--- config.mk ---
export PLATFORM = sky130hd
export DESIGN_NAME = wdg_lock_timer
export DESIGN_NICKNAME = d
export VERILOG_FILES = /design/src/rtl/wdg_pkg.sv /design/src/rtl/wdg_ctrl.sv /design/src/rtl/wdg_datapath.sv /design/src/rtl/wdg_lock_timer.sv
export SDC_FILE = /design/constraint.sdc
export NUM_CORES = 1
export LEC_CHECK = 0
export BUFFER_PORTS_ARGS = -buffer_cell sky130_fd_sc_hd__clkbuf_2
export CAP_MARGIN = 20
export CORE_ASPECT_RATIO = 1.1
export CORE_MARGIN = 5
export CORE_UTILIZATION = 25
export CTS_BUF_LIST = sky130_fd_sc_hd__clkbuf_16
export DETAILED_ROUTE_END_ITERATION = 7
export GPL_TIMING_DRIVEN = 1
export PLACE_DENSITY_LB_ADDON = 0.08
export SYNTH_ARGS = -nofsm -noshare
export SYNTH_HDL_FRONTEND = slang
export SYNTH_SLANG_ARGS = --single-unit
--- constraint.sdc ---
create_clock -name clk -period 3.8 [get_ports clk]
set_clock_uncertainty 0.2 [all_clocks]
set_input_delay 0.19 -clock clk [delete_from_list [all_inputs] [get_ports clk]]
set_output_delay 0.19 -clock clk [all_outputs]
set_load 0.03 [all_outputs]
--- src/rtl/wdg_pkg.sv ---
package wdg_pkg;

  // Register byte offsets
  localparam int OFF_LOAD_LO = 'h00;
  localparam int OFF_LOAD_HI = 'h04;
  localparam int OFF_CTRL    = 'h08;
  localparam int OFF_LOCK    = 'h20;

  // Control bit positions
  localparam int BIT_RUN   = 1;
  localparam int BIT_MODE  = 2;
  localparam int BIT_RSTEN = 3;

  // Strobes from control to datapath
  typedef struct packed {
    logic wrLo;      // store write data into low half
    logic wrHi;      // store write data into high half
    logic reload;    // copy {high, low} into counter
    logic countEn;   // tick taken while running
    logic expire;    // raise the sticky reset request
  } wdg_strobe_t;

endpackage

--- src/rtl/wdg_ctrl.sv ---
module wdg_ctrl
  import wdg_pkg::*;
#(
  parameter int              DATA_W     = 16,
  parameter int              ADDR_W     = 6,
  parameter logic [DATA_W-1:0] UNLOCK_KEY = 16'hE551
) (
  input  logic              clk,
  input  logic              rstN,
  input  logic [ADDR_W-1:0] regAddr,
  input  logic [DATA_W-1:0] regWdata,
  input  logic              regWe,
  input  logic              tickIn,
  input  logic [DATA_W-1:0] loadLo,
  input  logic [DATA_W-1:0] loadHi,
  input  logic              cntZero,
  output logic [DATA_W-1:0] regRdata,
  output wdg_strobe_t       strobe
);

  localparam int CTRL_W = BIT_RSTEN + 1;

  logic locked;
  logic runBit, modeBit, rstEnBit;
  logic selLo, selHi, selCtrl, selLock;
  logic wrCtrl, wrLock, keyMatch;
  logic [CTRL_W-1:0] ctrlView;

  assign selLo   = (regAddr == ADDR_W'(OFF_LOAD_LO));
  assign selHi   = (regAddr == ADDR_W'(OFF_LOAD_HI));
  assign selCtrl = (regAddr == ADDR_W'(OFF_CTRL));
  assign selLock = (regAddr == ADDR_W'(OFF_LOCK));

  assign keyMatch = (regWdata == UNLOCK_KEY);
  assign wrLock   = regWe && selLock;
  assign wrCtrl   = regWe && selCtrl && !locked;

  // Lock state: key opens, anything else closes
  always_ff @(posedge clk or negedge rstN) begin
    if (!rstN) begin
      locked <= 1'b1;
    end else if (wrLock) begin
      locked <= !keyMatch;
    end
  end

  // Control bits
  always_ff @(posedge clk or negedge rstN) begin
    if (!rstN) begin
      runBit   <= 1'b0;
      modeBit  <= 1'b0;
      rstEnBit <= 1'b0;
    end else if (wrCtrl) begin
      runBit   <= regWdata[BIT_RUN];
      modeBit  <= regWdata[BIT_MODE];
      rstEnBit <= regWdata[BIT_RSTEN];
    end
  end

  // Strobes to the datapath
  always_comb begin
    strobe.wrLo    = regWe && selLo && !locked;
    strobe.wrHi    = regWe && selHi && !locked;
    strobe.reload  = wrCtrl && regWdata[BIT_RUN] && !runBit;
    strobe.countEn = runBit && tickIn;
    strobe.expire  = runBit && rstEnBit && cntZero && !strobe.reload;
  end

  // Read mux
  always_comb begin
    ctrlView            = '0;
    ctrlView[BIT_RUN]   = runBit;
    ctrlView[BIT_MODE]  = modeBit;
    ctrlView[BIT_RSTEN] = rstEnBit;
  end

  always_comb begin
    regRdata = '0;
    if (selLo)        regRdata = loadLo;
    else if (selHi)   regRdata = loadHi;
    else if (selCtrl) regRdata = DATA_W'(ctrlView);
    else if (selLock) regRdata = DATA_W'(locked);
  end

  // a blocked control write leaves the control bits alone
  assert_locked_ctrl_hold_R4: assert property (@(posedge clk) disable iff (!rstN)
    (locked && regWe && selCtrl) |=> $stable({runBit, modeBit, rstEnBit}));

  // the key always leaves the block unlocked
  assert_key_unlocks_R2: assert property (@(posedge clk) disable iff (!rstN)
    (regWe && selLock && regWdata == UNLOCK_KEY) |=> (regRdata == regRdata) && !locked);

  // a non-key lock write always locks
  assert_other_locks_R3: assert property (@(posedge clk) disable iff (!rstN)
    (regWe && selLock && regWdata != UNLOCK_KEY) |=> locked);

  // run already set never produces a reload
  assert_no_rerun_reload_R11: assert property (@(posedge clk) disable iff (!rstN)
    runBit |-> !strobe.reload);

endmodule

--- src/rtl/wdg_datapath.sv ---
module wdg_datapath
  import wdg_pkg::*;
#(
  parameter int DATA_W = 16
) (
  input  logic              clk,
  input  logic              rstN,
  input  logic [DATA_W-1:0] regWdata,
  input  wdg_strobe_t       strobe,
  output logic [DATA_W-1:0] loadLo,
  output logic [DATA_W-1:0] loadHi,
  output logic              cntZero,
  output logic              sysResetReq
);

  localparam int CNT_W = 2 * DATA_W;

  logic [CNT_W-1:0] count;

  // Load halves
  always_ff @(posedge clk or negedge rstN) begin
    if (!rstN) begin
      loadLo <= '0;
      loadHi <= '0;
    end else begin
      if (strobe.wrLo) loadLo <= regWdata;
      if (strobe.wrHi) loadHi <= regWdata;
    end
  end

  // Down counter, saturating at zero
  always_ff @(posedge clk or negedge rstN) begin
    if (!rstN) begin
      count <= '0;
    end else if (strobe.reload) begin
      count <= {loadHi, loadLo};
    end else if (strobe.countEn && !cntZero) begin
      count <= count - CNT_W'(1);
    end
  end

  assign cntZero = (count == '0);

  // Sticky reset request
  always_ff @(posedge clk or negedge rstN) begin
    if (!rstN) begin
      sysResetReq <= 1'b0;
    end else if (strobe.expire) begin
      sysResetReq <= 1'b1;
    end
  end

  // reload copies the programmed halves
  assert_reload_value_R7: assert property (@(posedge clk) disable iff (!rstN)
    strobe.reload |=> (count == $past({loadHi, loadLo})));

  // a taken tick lowers the count by exactly one
  assert_tick_decrement_R8: assert property (@(posedge clk) disable iff (!rstN)
    (strobe.countEn && !strobe.reload && !cntZero) |=> (count == $past(count) - CNT_W'(1)));

  // without a tick or reload the count holds
  assert_count_hold_R8: assert property (@(posedge clk) disable iff (!rstN)
    (!strobe.countEn && !strobe.reload) |=> $stable(count));

  // the request never drops while out of reset
  assert_req_sticky_R10: assert property (@(posedge clk) disable iff (!rstN)
    sysResetReq |=> sysResetReq);

endmodule

--- src/rtl/wdg_lock_timer.sv ---
module wdg_lock_timer
  import wdg_pkg::*;
#(
  parameter int                DATA_W     = 16,
  parameter int                ADDR_W     = 6,
  parameter logic [DATA_W-1:0] UNLOCK_KEY = 16'hE551
) (
  input  logic              clk,
  input  logic              rstN,
  input  logic [ADDR_W-1:0] regAddr,
  input  logic [DATA_W-1:0] regWdata,
  input  logic              regWe,
  output logic [DATA_W-1:0] regRdata,
  input  logic              tickIn,
  output logic              sysResetReq
);

  wdg_strobe_t       strobe;
  logic [DATA_W-1:0] loadLo, loadHi;
  logic              cntZero;

  wdg_ctrl #(
    .DATA_W    (DATA_W),
    .ADDR_W    (ADDR_W),
    .UNLOCK_KEY(UNLOCK_KEY)
  ) u_ctrl (
    .clk     (clk),
    .rstN    (rstN),
    .regAddr (regAddr),
    .regWdata(regWdata),
    .regWe   (regWe),
    .tickIn  (tickIn),
    .loadLo  (loadLo),
    .loadHi  (loadHi),
    .cntZero (cntZero),
    .regRdata(regRdata),
    .strobe  (strobe)
  );

  wdg_datapath #(
    .DATA_W(DATA_W)
  ) u_dp (
    .clk        (clk),
    .rstN       (rstN),
    .regWdata   (regWdata),
    .strobe     (strobe),
    .loadLo     (loadLo),
    .loadHi     (loadHi),
    .cntZero    (cntZero),
    .sysResetReq(sysResetReq)
  );

  // request is low on the first cycle after reset release
  assert_req_low_after_reset_R1: assert property (@(posedge clk) disable iff (!rstN)
    $rose(rstN) |-> !sysResetReq);

  // blocked load writes leave both halves unchanged
  assert_locked_load_hold_R4: assert property (@(posedge clk) disable iff (!rstN)
    (regWe && regRdata == regRdata && !strobe.wrLo && !strobe.wrHi) |=> $stable({loadHi, loadLo}));

endmodule

==> qor.yml, run 1 <==
regArea_um2: 1730
initial_core_util_pct: 25.2
syn_nets: 397
postRouteAntennaNets: 0
clk_pin_slew_ps: 60
overflow: 0
status: "finished, final reports clean"
worst_ir_drop_vdd_mv: 0.223
start_kind: "flop"
die_x_um: 127
drive_above_1_share_pct: 25.9
r2r-end: "u_dp.count[19]"
fin_crit_ps: 3240
die-area_um2: 17600
drtIter0Drc: 170
grt_usage_pct: 14.6
synth-seq-cells: 69
final_common_cell: "dfrtp_1"
cts_max_path_buffers: 2
maxCapViolCount: 0
cp-startpoint: "u_dp.count[15]"
powerDensity_nw_per_um2: 598
cp_max_fo: 22
crit_path_end: "u_dp.count[19]"
vias: 3322
clock.fmax_mhz: 309
setup_violations: 0
grt_start_max_net_pins: 70
post_cts_resized: 0
synthArstFlopShare_pct: 100
leakagePower_uw: 0.00209
period_share_pct: 85.2
wirelength_um: 12500
netlist-cell-type-count: 57
ys.flop_type: "dfrtp_1"
min_path_cells: 5
synth_edf_count: 0
grt_pass1_wl_um: 19900
antenna_found_initial: 0
rsz0062_at_grt: "no"
wl_per_cell_um: 19.8
clkLatencyLatePin_ps: 340
setup_tns_ps: 0
yosys_warnings: 0
viasPerCell: 5.25
final_nets: 461
grt_pass1_vias: 3404
ff2ff_path_depth: 6
synthCells: 370
pin_count: 43
r2r_setup_slack_ps: 560
hold_ws_ps: 15.1
hp-class: "input port to flop"
detailed_place_hpwl_um: 8990
gp_congestion: 0.808
root_buffer: "clkbuf_16"
die_h_um: 138
multi_input_area_um2: 1890
n_antenna_cell: 0
cts_tree: "yes"
post-cts-setup-buffer-count: 0
clkSinkCount: 69
relSlewSlack_pct: 34.5
ys_seq_area_share_pct: 46.1
crit_type: "flop to flop"
drv_slew: 0
syn_to_final_growth_pct: 24.0
dr.pass1.iters: 4
htreeDepth: 3
final_cell_mix: "dfrtp_1, clkbuf_2, nand2_1"
row_count: 47
max_slew.worst_pin.slew_ps: 972
core_um2: 14900
arrival_ps: 3260
drc_errors: 0
finalHoldViolCount: 0
cp-end-kind: "flop"
crit_required_ps: 3820
fillCellCount: 1554
numCtsBuffers: 9
timing.rr.start: "u_dp.count[15]"
synth_area_per_cell_um2: 10.1
synth_area_um2: 3750
portBuffers: 42
==> final cells by class <==
class	instances	area share [%]
Clock buffer	9	4.84
Timing Repair Buffer	73	10.6
Inverter	12	0.968
Sequential cell	69	37.1
Multi-Input combinational cell	269	40.7
Tap cell	196	5.27
Clock inverter	5	0.484
==> synth_stat cells (3+ instances only) <==
cell	count	area (um2)
inv_1	12	45.0
a222oi_1	3	30.0
nor2_1	20	75.1
o31ai_1	3	22.5
nand4b_1	4	35.0
o21ai_1	4	20.0
nand4_1	3	18.8
clkbuf_1	11	41.3
a21oi_1	9	45.0
dfrtp_1	68	1700
a221o_1	7	70.1
o311ai_0	5	43.8
a32oi_1	3	26.3
a211oi_1	4	30.0
or4_1	8	60.1
o21ai_0	18	90.1
or3_1	4	25.0
nand3_1	12	60.1
a22oi_1	3	22.5
buf_2	6	30.0
o41ai_1	4	35.0
nor3_1	16	80.1
a22o_1	12	105
mux2_2	34	383
nor4b_1	4	35.0
nand2_1	37	139
o211ai_1	6	45.0
a21o_1	5	37.5
nor4_1	9	56.3
==> stage by stage <==
step                      power (uW)  cell area (um2)  setup slack, ps  util (%)  cells
after floorplan                 1700             3750             1030         -    370
after global placement          2040             4220              636      28.4    601
after detailed placement        2040             4220              563      28.4    601
after CTS                       2810             4640              570      31.2    632
after global routing            2980             4650              400      31.3    633
final                           2780             4650              561      31.3    633
==> timing repair <==
item,4_1_cts,5_1_grt
endpoints found under the hold margin,103,0
hold buffers,17,0
endpoints found under the setup margin,0,0
==> registers in the layout (all words and copies together) (netlist names) <==
signal            flops
u_ctrl.runBit         1
u_dp.count           32
u_dp.loadLo          16
u_ctrl.rstEnBit       1
u_ctrl.modeBit        1
u_dp.sysResetReq      1
u_dp.loadHi          16
u_ctrl.locked         1
==> power by group <==
group          internal (uW)  total (uW)  switching [uW]
clock network            425         730             305
registers                902        1090             191
logic                    374         959             585
==> cells by family (layout without fill, tap and decap cells) <==
family / Yosys count / after routing / share of synthesized area, %
muxes: 35 / 35 / 10.5
DFF: 69 / 69 / 46.1
AOI/OAI and AO/OA: 99 / 99 / 19.8
buffers and inverters: 32 / 99 / 3.90
and+or+nand+nor: 134 / 134 / 19.4
adders and majority gates: 1 / 1 / 0.334
==> worst max-delay path, stage by stage (launching register included) <==
cell,delay (ps)
dfrtp_1,410
or3_4,430
or4_1,580
or4_4,610
nand2_2,380
o21ai_0,170
a221o_1,330
==> how the worst min path moves through the flow <==
stage	from	end	slack, ps
2_1_floorplan	rstN	u_ctrl.modeBit	-310
3_3_place_gp	rstN	u_dp.loadLo[0]	210
3_5_place_dp	rstN	u_dp.loadHi[0]	200
4_1_cts	regWe	u_ctrl.locked	10
5_1_grt	regWe	u_ctrl.locked	40
6_report	regWe	u_ctrl.locked	20
==> routing by layer <==
metal | share of wire (%) | GRT usage [%] | wire (um)
met2 | 46 | 22.0 | 5740
met4 | 1.6 | 4.46 | 204
met1 | 49 | 21.2 | 6200
met3 | 3.2 | 2.97 | 400
met5 | 0 | 0 | 0
Note: power is estimated with default switching activity, not from simulation.
==> run 2, diff against run 1 <==
--- a/config.mk
+++ b/config.mk
@@ -10,7 +10,6 @@
 export CORE_ASPECT_RATIO = 1.1
 export CORE_MARGIN = 5
 export CORE_UTILIZATION = 25
-export CTS_BUF_LIST = sky130_fd_sc_hd__clkbuf_16
 export DETAILED_ROUTE_END_ITERATION = 7
 export GPL_TIMING_DRIVEN = 1
 export PLACE_DENSITY_LB_ADDON = 0.08
==> qor.yml, run 2 (synthesized netlist as in run 1, its figures left out) <==
final_nets: 461  # unchanged
postRouteAntennaNets: 0  # unchanged
finalHoldViolCount: 0  # unchanged
cp_cell_sequence: "or3_4 > or4_1 > or4_4 > nand2_2 > o21ai_0 > a221o_1"  # unchanged
overflow: 0  # unchanged
post-route-cell-area_um2: 4650  # unchanged
dr.pass1.iters: 7  # was 4
post_cts_resized: 0  # unchanged
drtIter0Drc: 182  # was 170
syn_to_final_growth_pct: 24.0  # unchanged
numCtsBuffers: 9  # unchanged
final_cells: 633  # unchanged
largest_register_ffs: 32  # unchanged
die-area_um2: 17600  # unchanged
ctsHoldBuffers: 17  # unchanged
max_stage_delay_ps: 610  # about the same
place_inst: 601  # unchanged
row_count: 47  # unchanged
hp-class: "input port to flop"  # unchanged
pin_count: 43  # unchanged
fin_crit_ps: 3240  # about the same
use_met2_pct: 22.0  # about the same
setup_tns_ps: 0  # unchanged
maxCapViolCount: 0  # unchanged
grt_usage_pct: 14.7  # was 14.6%
crit_buf_inv: 0  # unchanged
p_seq_share_pct: 39.2  # was 39.3%
root_buffer: "clkbuf_16"  # unchanged
relSlewSlack_pct: 37.1  # was 34.5%
intPower_uw: 1710  # was 1700 uW
reg.largest.list: "u_dp.count: 32 flops, u_dp.loadHi: 16 flops, u_dp.loadLo: 16 flops"  # unchanged
initial_core_util_pct: 25.2  # unchanged
fin_util_pct: 31.3  # unchanged
p_clk_share_pct: 26.3  # was 26.2%
wl_per_cell_um: 19.8  # about the same
worst_ir_drop_vdd_mv: 0.223  # about the same
powerDensity_nw_per_um2: 599  # was 598 nW/um2
combPwrFrac_pct: 34.5  # about the same
drc_errors: 0  # unchanged
viasPerCell: 5.26  # was 5.25
crit_type: "flop to flop"  # unchanged
gp_congestion: 0.808  # unchanged
cts_max_path_buffers: 2  # unchanged
grt_pass1_vias: 3399  # was 3404
setup_violations: 0  # unchanged
n_antenna_cell: 0  # unchanged
grt.busiest_layer: "met2"  # unchanged
critPathSlowestCell: "or4_4"  # unchanged
largest_register: "u_dp.count"  # unchanged
cp_max_fo: 22  # unchanged
wirelength_um: 12500  # about the same
arrival_ps: 3250  # was 3260 ps
cp_top_family: "simple AND/OR/NAND/NOR gates"  # unchanged
portBuffers: 42  # unchanged
cp-end-kind: "flop"  # unchanged
switching_share_pct: 38.7  # was 38.8%
met3_usage_pct: 2.97  # unchanged
start_kind: "flop"  # unchanged
vias: 3330  # was 3322
period_share_pct: 85.2  # about the same
placed_cell_area_um2: 4220  # unchanged
status: "finished, final reports clean"  # unchanged
drive_above_1_share_pct: 25.9  # unchanged
grt_pass1_wl_um: 19900  # about the same
cts_tree: "yes"  # unchanged
clk_pin_slew_ps: 50  # was 60 ps
final_common_cell: "dfrtp_1"  # unchanged
htreeDepth: 3  # unchanged
core_um2: 14900  # unchanged
post-cts-setup-buffer-count: 0  # unchanged
final_cell_mix: "dfrtp_1, clkbuf_2, nand2_1"  # unchanged
max_slew.worst_pin.slew_ps: 934  # was 972 ps
rsz0062_at_grt: "no"  # unchanged
drv_slew: 0  # unchanged
p_sw_uw: 1080  # about the same
grt_start_max_net_pins: 70  # unchanged
leakagePower_uw: 0.00208  # was 0.00209 uW
clkSinkCount: 69  # unchanged
die_h_um: 138  # unchanged
die_x_um: 127  # unchanged
grt_use_met1_pct: 21.2  # about the same
clock.fmax_mhz: 309  # about the same
antenna_found_initial: 0  # unchanged
detailed_place_hpwl_um: 8990  # unchanged
clkLatencyLatePin_ps: 330  # was 340 ps
crit_required_ps: 3820  # about the same
run 2: metrics by stage:
step	worst slack [ps]	total power (uW)	hold WS, ps
2_1_floorplan	1030	1700	-306
3_3_place_gp	636	2040	212
3_5_place_dp	563	2040	199
4_1_cts	570	2810	11.0
5_1_grt	400	2990	42.7
6_report	563	2790	17.4
run 2: path summary, 6_finish.rpt:
check	start	cells past startpoint	slack, ps	endpoint
min in group asynchronous	rstN	2	350	u_dp.loadHi[0]
max in group asynchronous	rstN	2	2440	u_dp.count[26]
setup reg to reg	u_dp.count[15]	6	560	u_dp.count[19]
hold / removal	regWe	5	20	u_ctrl.locked
setup / recovery	u_dp.count[15]	6	560	u_dp.count[19]
hold reg to reg	u_ctrl.modeBit	1	320	u_ctrl.modeBit
run 2: worst register-to-register path, cell delays in order (launching register included):
cell and delay [ps]:
dfrtp_1 420, or3_4 430, or4_1 580, or4_4 610
nand2_2 380, o21ai_0 170, a221o_1 330
run 2: cell type report:
type	instances	area, um2
sequential	69	1730
multi-input combinational	269	1890
fill	1554	10200
tap	196	245
inverter	12	45.0
timing repair buffer	73	492
clock buffer	11	233
clock inverter	3	15.0
run 2: power groups by stage:
stage               Sequential (uW)  Clock [uW]  Combinational, uW
finish                         1090         733                961
global route                   1120         801               1060
CTS                            1090         758                963
detailed placement             1100           0                943
global placement               1100           0                937
floorplan                      1030           0                674
run 2: metal layers:
layer  wire length [um]  up-vias  share of wire, %
met1               6060     1679                48
met3                527       15               4.2
met2               5710       78                46
met4                204        0               1.6
met5                  0        -                 0
li1                   -     1558                 -
